===== src/rtl/cmpu_pkg.sv =====
package cmpu_pkg;
  typedef enum logic [1:0] {
    K_INT32 = 2'd0,
    K_INT64 = 2'd1,
    K_FP32  = 2'd2,
    K_FP64  = 2'd3
  } kind_e;

  typedef struct packed {
    logic n;
    logic z;
    logic c;
    logic v;
  } nzcv_t;

  typedef enum logic [1:0] {
    REL_EQ = 2'd0,
    REL_LT = 2'd1,
    REL_GT = 2'd2,
    REL_UN = 2'd3
  } rel_e;

  // native encoding shared by integer and float compares
  function automatic nzcv_t native_of(rel_e r);
    nzcv_t f;
    case (r)
      REL_EQ:  f = '{n: 1'b0, z: 1'b1, c: 1'b0, v: 1'b0};
      REL_LT:  f = '{n: 1'b1, z: 1'b0, c: 1'b0, v: 1'b0};
      REL_GT:  f = '{n: 1'b1, z: 1'b0, c: 1'b0, v: 1'b1};
      default: f = '{n: 1'b0, z: 1'b0, c: 1'b0, v: 1'b0};
    endcase
    return f;
  endfunction
endpackage


===== src/rtl/cmpu_int_order.sv =====
module cmpu_int_order #(
  parameter int W = 32
) (
  input  logic [W-1:0] a,
  input  logic [W-1:0] b,
  output logic         lt,
  output logic         eq
);
  // signed order: flip the sign bit, then compare as unsigned
  logic [W-1:0] ka, kb;
  always_comb begin
    ka = {~a[W-1], a[W-2:0]};
    kb = {~b[W-1], b[W-2:0]};
    lt = ka < kb;
    eq = a == b;
  end
endmodule


===== src/rtl/cmpu_fp_order.sv =====
module cmpu_fp_order #(
  parameter int EXP_W = 8,
  parameter int MAN_W = 23
) (
  input  logic [EXP_W+MAN_W:0] a,
  input  logic [EXP_W+MAN_W:0] b,
  output logic                 lt,
  output logic                 eq,
  output logic                 un
);
  localparam int MAG_W = EXP_W + MAN_W;
  localparam int SB    = MAG_W;

  logic [MAG_W-1:0] mag_a, mag_b;
  logic nan_a, nan_b, zeros, mag_lt, mag_eq;

  always_comb begin
    mag_a  = a[MAG_W-1:0];
    mag_b  = b[MAG_W-1:0];
    nan_a  = (&a[MAG_W-1:MAN_W]) && (|a[MAN_W-1:0]);
    nan_b  = (&b[MAG_W-1:MAN_W]) && (|b[MAN_W-1:0]);
    zeros  = (mag_a == '0) && (mag_b == '0);
    mag_lt = mag_a < mag_b;
    mag_eq = mag_a == mag_b;
    un = nan_a || nan_b;
    eq = 1'b0;
    lt = 1'b0;
    if (!un) begin
      if (zeros) begin
        eq = 1'b1;
      end else if (a[SB] != b[SB]) begin
        lt = a[SB];
      end else begin
        eq = mag_eq;
        lt = a[SB] ? (!mag_lt && !mag_eq) : mag_lt;
      end
    end
  end
endmodule


===== src/rtl/cmpu_xlate.sv =====
module cmpu_xlate
  import cmpu_pkg::*;
(
  input  nzcv_t native,
  output nzcv_t std_f,
  output logic  is_lt,
  output logic  is_eq,
  output logic  is_gt,
  output logic  is_un
);
  always_comb begin
    is_eq = native.z;
    is_lt = native.n && !native.v;
    is_gt = native.n && native.v;
    is_un = !(native.n || native.z || native.c || native.v);
    std_f.n = is_lt;
    std_f.z = is_eq;
    std_f.c = is_eq || is_gt || is_un;
    std_f.v = is_un;
  end
endmodule


===== src/rtl/cmpu_flag_unit.sv =====
module cmpu_flag_unit
  import cmpu_pkg::*;
#(
  parameter int DATA_W = 64,
  parameter int NARROW_W = 32,
  parameter int SP_EXP = 8,
  parameter int SP_MAN = 23,
  parameter int DP_EXP = 11,
  parameter int DP_MAN = 52
) (
  input  logic              clk,
  input  logic              rst_n,
  input  logic              in_valid,
  output logic              in_ready,
  input  logic [1:0]        in_kind,
  input  logic [DATA_W-1:0] in_a,
  input  logic [DATA_W-1:0] in_b,
  output logic              out_valid,
  input  logic              out_ready,
  output logic [3:0]        out_native,
  output logic [3:0]        out_std,
  output logic              out_lt,
  output logic              out_eq,
  output logic              out_gt,
  output logic              out_un
);
  localparam int SP_W = 1 + SP_EXP + SP_MAN;
  localparam int DP_W = 1 + DP_EXP + DP_MAN;
  localparam int NKIND = 4;

  logic [NKIND-1:0] k_lt, k_eq, k_un;

  genvar g;
  generate
    for (g = 0; g < 2; g++) begin : g_int
      localparam int IW = (g == 0) ? NARROW_W : DATA_W;
      cmpu_int_order #(.W(IW)) u_int (
        .a (in_a[IW-1:0]),
        .b (in_b[IW-1:0]),
        .lt(k_lt[g]),
        .eq(k_eq[g])
      );
      assign k_un[g] = 1'b0;
    end
  endgenerate

  cmpu_fp_order #(.EXP_W(SP_EXP), .MAN_W(SP_MAN)) u_sp (
    .a (in_a[DATA_W-1 -: SP_W]),
    .b (in_b[DATA_W-1 -: SP_W]),
    .lt(k_lt[2]),
    .eq(k_eq[2]),
    .un(k_un[2])
  );

  cmpu_fp_order #(.EXP_W(DP_EXP), .MAN_W(DP_MAN)) u_dp (
    .a (in_a[DP_W-1:0]),
    .b (in_b[DP_W-1:0]),
    .lt(k_lt[3]),
    .eq(k_eq[3]),
    .un(k_un[3])
  );

  rel_e  rel_sel;
  nzcv_t nat_next, nat_q, std_w;
  logic  valid_q, accept;

  always_comb begin
    if (k_un[in_kind])      rel_sel = REL_UN;
    else if (k_eq[in_kind]) rel_sel = REL_EQ;
    else if (k_lt[in_kind]) rel_sel = REL_LT;
    else                    rel_sel = REL_GT;
    nat_next = native_of(rel_sel);
  end

  assign in_ready = !valid_q || out_ready;
  assign accept   = in_valid && in_ready;

  always_ff @(posedge clk or negedge rst_n) begin
    if (!rst_n) begin
      valid_q <= 1'b0;
      nat_q   <= '0;
    end else begin
      if (accept) begin
        valid_q <= 1'b1;
        nat_q   <= nat_next;
      end else if (out_ready) begin
        valid_q <= 1'b0;
      end
    end
  end

  cmpu_xlate u_xl (
    .native(nat_q),
    .std_f (std_w),
    .is_lt (out_lt),
    .is_eq (out_eq),
    .is_gt (out_gt),
    .is_un (out_un)
  );

  assign out_valid  = valid_q;
  assign out_native = nat_q;
  assign out_std    = std_w;
endmodule


===== config.mk =====
export PLATFORM = sky130hd
export DESIGN_NAME = cmpu_flag_unit
export DESIGN_NICKNAME = d
export VERILOG_FILES = /design/src/rtl/cmpu_pkg.sv /design/src/rtl/cmpu_int_order.sv /design/src/rtl/cmpu_fp_order.sv /design/src/rtl/cmpu_xlate.sv /design/src/rtl/cmpu_flag_unit.sv
export SDC_FILE = /design/constraint.sdc
export NUM_CORES = 1
export LEC_CHECK = 0
export ABC_AREA = 1
export BUFFER_PORTS_ARGS = -buffer_cell sky130_fd_sc_hd__buf_4
export CAP_MARGIN = 15
export CORE_AREA = 2 2 91 93
export DETAILED_ROUTE_END_ITERATION = 10
export DIE_AREA = 0 0 93 95
export PLACE_DENSITY = 0.86
export SYNTH_ARGS = -nofsm -noshare
export SYNTH_HDL_FRONTEND = slang
export SYNTH_SLANG_ARGS = --single-unit
export TNS_END_PERCENT = 100

===== constraint.sdc =====
create_clock -name clk -period 0.9 [get_ports clk]
set_input_delay 0.135 -clock clk [delete_from_list [all_inputs] [get_ports clk]]
set_output_delay 0.135 -clock clk [all_outputs]
set_load 0.02 [all_outputs]

* Yosys cells after proc, flatten, opt, wreduce, memory -nomap -nowiden *
Index checks and enable logic that the tools add are counted.

storage, ports and cells
  input bits = 134
  bits in registers = 5

cells by class
  equality and inequality tests = 7
  muxes and demuxes = 26
  $lt $le $gt $ge = 5
  reduce and logical (&&, ||, !) cells = 40
  bitwise logic cells = 4

operators by type and width
  cell                                                         number
  logical NOT 63 bit                                           2
  OR reduction 52 bit                                          2
  equality test 64 bit                                         1
  less-than comparator 64 bit                                  1
  equality test 63 bit                                         1
  less-than comparator 63 bit                                  1
  logical NOT 31 bit                                           2
  OR reduction 23 bit                                          2
  equality test 32 bit                                         1
  less-than comparator 32 bit                                  1
  equality test 31 bit                                         1
  less-than comparator 31 bit                                  1
  AND reduction 11 bit                                         2
  2-to-1 mux 1 bit                                             19
  AND reduction 8 bit                                          2
  one-hot mux 4 bit (3 select lines)                           1
  logical AND 1 bit                                            11
  logical OR 1 bit                                             8
  logical NOT 1 bit                                            7
  binary-select mux 1 bit (select 2 bit)                       3
  2-to-1 mux 2 bit                                             3
  NOT 1 bit                                                    4
  less-than comparator 2 x 3 -> 1 bit (second input constant)  1
  equality test 2 x 1 -> 1 bit (second input constant)         1
  4 further kinds                                              4

* Longest topological paths before layout *
  depth in word-level cells = 14
  mapped depth = 22
  gate-level depth less buffers = 22

* By module *
Synthesis repeated with hierarchy kept, for this count alone.

unflattened totals
  cells, all modules = 1163
  area total of the unflattened synthesis = 6705.2 um^2

by module, submodules not included
  module                            seq. area each (um^2)  cells an instance  area an instance (um^2)  instances
  cmpu_fp_order at u_dp             0.0                    430                2381.0                   1
  cmpu_int_order at g_int[1].u_int  0.0                    296                1759.2                   1
  cmpu_fp_order at u_sp             0.0                    235                1302.5                   1
  cmpu_int_order at g_int[0].u_int  0.0                    137                859.6                    1
  cmpu_flag_unit                    100.1                  51                 334.1                    1
  cmpu_xlate                        0.0                    14                 68.8                     1

* Worst setup path before layout *
No wires, ideal clock.

  path type = input-to-reg
  from = input port in_b[62]
  to = register nat_q, in the netlist out_native[0]
  library setup time = 0.125 ns
  buffers on the path = 0
  arrival time = 1.915 ns
  slack = -1.140 ns
  cell stages on the path = 19
  cell sequence = inv_1 -> ha_1 -> nand4_1 -> nor2_2 -> nand2_1 -> nor2_1 -> nand2_1 -> nand2_1 -> nor2_1 -> nand2_1 -> nand2_1 -> nand3_1 -> nand2_1 -> nand2_1 -> nand3_2 -> nand2_1 -> inv_1 -> ha_1 -> mux2_2

RTL lines
  item                  RTL line              source
  start, declared       cmpu_flag_unit.sv:17  input logic [DATA_W-1:0] in_b,
  end signal, assigned  cmpu_flag_unit.sv:85  nat_q <= nat_next;
  end, declared         cmpu_flag_unit.sv:64  nzcv_t nat_next, nat_q, std_w;

==> metrics.json <==
{
  "clkSinkCount": {"value": 4},
  "min-delay-path-class": {"value": "input port to asynchronous set/reset pin"},
  "layoutNonFillerInstCount": {"value": 984},
  "gr-usage-all-layers": {"value": 28.3, "unit": "%"},
  "antenna_cells_inserted": {"value": 0},
  "layout_commonest_cell": {"value": "buf_4"},
  "ctsHtreeMaxLevel": {"value": 1},
  "postRouteAntennaNets": {"value": 0},
  "synth_fp_nets": {"value": 850},
  "die_area": {"value": 8840, "unit": "µm²"},
  "detailed_place_hpwl": {"value": 10300, "unit": "µm"},
  "synth.cell_area": {"value": 3480, "unit": "µm²"},
  "hold_viol_final": {"value": 0},
  "drv_cap": {"value": 0},
  "clock_latency": {"value": 0.23, "unit": "ns"},
  "post-route-drc-count": {"value": 0},
  "setup_viol": {"value": 16},
  "timing_worst_setup_path_type": {"value": "input port to flop"},
  "r2r_cells": {"value": 3},
  "synth_warnings": {"value": 0},
  "antenna_violations_before_repair": {"value": 0},
  "arrival": {"value": 2.20, "unit": "ns"},
  "worst-endpoint-required": {"value": 1.01, "unit": "ns"},
  "io_pins": {"value": 148},
  "post-route-min-period": {"value": 2.09, "unit": "ns"},
  "rows": {"value": 33},
  "vdd_ir_drop_max": {"value": 456, "unit": "µV"},
  "drtPass1Iterations": {"value": 5},
  "final_core_util": {"value": 78.8, "unit": "%"},
  "grt_setup_unrepaired": {"value": "yes"},
  "period_share": {"value": 232, "unit": "%"},
  "cp-start-kind": {"value": "input port"},
  "buffer_ports.inserted": {"value": 146},
  "numCtsBuffers": {"value": 3},
  "avgRoutedWirePerCell": {"value": 14.0, "unit": "µm"},
  "dr_total_vias": {"value": 5069},
  "wire_length_of_the_first_global_routing_pass": {"value": 20700, "unit": "µm"},
  "slew_violations": {"value": 0},
  "via_per_inst": {"value": 5.15},
  "static-leakage-power": {"value": 3.32, "unit": "nW"},
  "root_buffer": {"value": "clkbuf_8"},
  "crit_path_end_kind": {"value": "flop"},
  "floorplan.die.height": {"value": 95, "unit": "µm"},
  "powerDensity": {"value": 719, "unit": "nW/µm²"},
  "core": {"value": 7930, "unit": "µm²"},
  "max_clock_freq": {"value": 0.479, "unit": "GHz"},
  "cp_max_fo": {"value": 2},
  "dieWidth": {"value": 93, "unit": "µm"},
  "synthToLayoutAreaGrowth": {"value": 79.7, "unit": "%"},
  "synthesized_flop_and_latch_total": {"value": 4},
  "synth_area_leaders": {"value": "ha_1, nand2_1, inv_1"},
  "violations": {"value": "setup timing"},
  "final_layout_size_suffix_gt1_share": {"value": 43.3, "unit": "%"},
  "place_inst": {"value": 966},
  "cts-root-to-sink-buffers": {"value": 2},
  "layout.cells.most_common_list": {"value": "buf_4, nand2_1, inv_1"},
  "synth.distinct_cells": {"value": 28},
  "floorplan.initialDensity": {"value": 43.9, "unit": "%"},
  "post-synth-top-area-cell": {"value": "ha_1"},
  "dpl_worst_slack": {"value": -1.47, "unit": "ns"},
  "number_of_global_route_vias_before_repair": {"value": 4936},
  "setup.reg_to_reg.worst_slack": {"value": -0.20, "unit": "ns"},
  "globalRouteOverflowTotal": {"value": 0},
  "total_power": {"value": 4.49, "unit": "mW"},
  "ys_seq_area_share": {"value": 2.88, "unit": "%"},
  "worstReg2RegEnd": {"value": "out_native[2]$_DFFE_PN0P_"},
  "final.setup.worst_slack": {"value": -1.19, "unit": "ns"},
  "synth_top_area_share": {"value": 24.5, "unit": "%"},
  "grt_max_degree": {"value": 6},
  "synthesis.area_per_instance": {"value": 5.37, "unit": "µm²"},
  "final_net_count": {"value": 1082},
  "timing.rr.start": {"value": "out_valid$_DFFE_PN0P_"},
  "globalplace.congestion": {"value": 0.897},
  "cts.clk_slew.worst_paths": {"value": 0.04, "unit": "ns"},
  "skew": {"value": 0.00389, "unit": "ns"},
  "status": {"value": "finished with violations"},
  "drt_iter0_drc": {"value": 244},
  "fin_tns_setup": {"value": -6.82, "unit": "ns"},
  "syn_inst": {"value": 648},
  "cts_tree": {"value": "yes"},
  "route.final.wire_length": {"value": 13800, "unit": "µm"}
}
## synth_stat cells
cell type,instances
o22ai_1,1
a21o_1,4
o21ai_0,17
nor4_1,1
o21bai_1,1
nand2_2,5
nor2_1,88
nor2_4,2
nand3_2,1
nor2_2,5
nand4_2,4
clkinv_1,1
inv_1,128
inv_2,2
nor3_1,7
mux2_2,2
buf_4,5
o21a_1,1
nand3b_1,1
nand2_1,191
conb_1,1
nor3_4,2
and2_1,1
ha_1,68
a21oi_1,48
dfrtp_1,4
nand4_1,23
nand3_1,34
## registers in the layout, summed over array words and instances, names as in the netlist
name	flops
out_native	3
out_valid	1
## worst max path at each step
| stage | from | to | slack (ns) | cells past startpoint |
|---|---|---|---|---|
| floorplan | in_b[58] | out_native[2]$_DFFE_PN0P_ | -1.10 | 19 |
| global placement | in_b[30] | out_native[2]$_DFFE_PN0P_ | -1.37 | 20 |
| detailed placement | in_b[58] | out_native[2]$_DFFE_PN0P_ | -1.47 | 20 |
| CTS | in_b[62] | out_native[0]$_DFFE_PN0P_ | -1.14 | 18 |
| global route | in_b[22] | out_native[0]$_DFFE_PN0P_ | -1.33 | 18 |
| finish | in_b[22] | out_native[0]$_DFFE_PN0P_ | -1.19 | 18 |
## worst max-delay path, cell delays in order
cell and delay (ns):
buf_4 0.11, inv_1 0.09, ha_4 0.21, a21o_1 0.20
nor2_1 0.15, nand2_1 0.11, a21oi_2 0.16, nand2_1 0.07
nand2_1 0.08, nand3_1 0.07, nand3_1 0.08, nand2_1 0.05
nand2_1 0.08, nand2_1 0.07, nand2_2 0.09, inv_2 0.05
ha_4 0.14, mux2_4 0.25
## repair_timing
action | in CTS | in global routing
endpoints found under the setup margin | 16 | 16
endpoints found under the hold margin | 4 | 0
gates resized for setup | 56 | 70
pin swaps | 31 | 36
buffers inserted | 6 | 7
hold buffers | 1 | 0
## cell families (layout without fill, tap and decap cells)
logic type | Yosys count | in the layout | share of synthesized area [%]
AO/OA/AOI/OAI | 72 | 72 | 10.8
adder cells (fa/ha/maj) | 68 | 68 | 24.5
buffers and inverters | 136 | 367 | 15.2
flip-flops | 4 | 4 | 2.88
multiplexers | 2 | 2 | 0.648
other | 1 | 1 | 0.108
AND/OR/NAND/NOR | 365 | 365 | 45.8
## report_power, final
group	switching, mW	total [mW]	internal (mW)
logic	1.86	3.79	1.92
clock network	0.126	0.432	0.305
registers	0.0553	0.276	0.221
## per-stage QoR
step	cell area (µm²)	hold WS [ns]
global placement	5520	-0.0675
global route	6250	0.246
finish	6250	0.244
CTS	5840	0.244
floorplan	3790	-0.161
detailed placement	5520	-0.0646
## metal layers
| metal | vias up | GRT usage, % | share of wire (%) |
|---|---|---|---|
| li1 | 2528 | - | - |
| met2 | 195 | 54.3 | 54 |
| met3 | 49 | 1.92 | 4.6 |
| met4 | 0 | 9.68 | 3.4 |
| met5 | - | 0 | 0 |
| met1 | 2297 | 33.0 | 38 |
## layout make-up
cell class                 count  area (µm²)
inverter                     131         527
tap                          105         131
fill                         555        1680
sequential                     4         104
multi-input combinational    508        3590
timing repair buffer         232        1850
clock buffer                   4        45.0
Note: power is estimated with default switching activity, not from simulation.
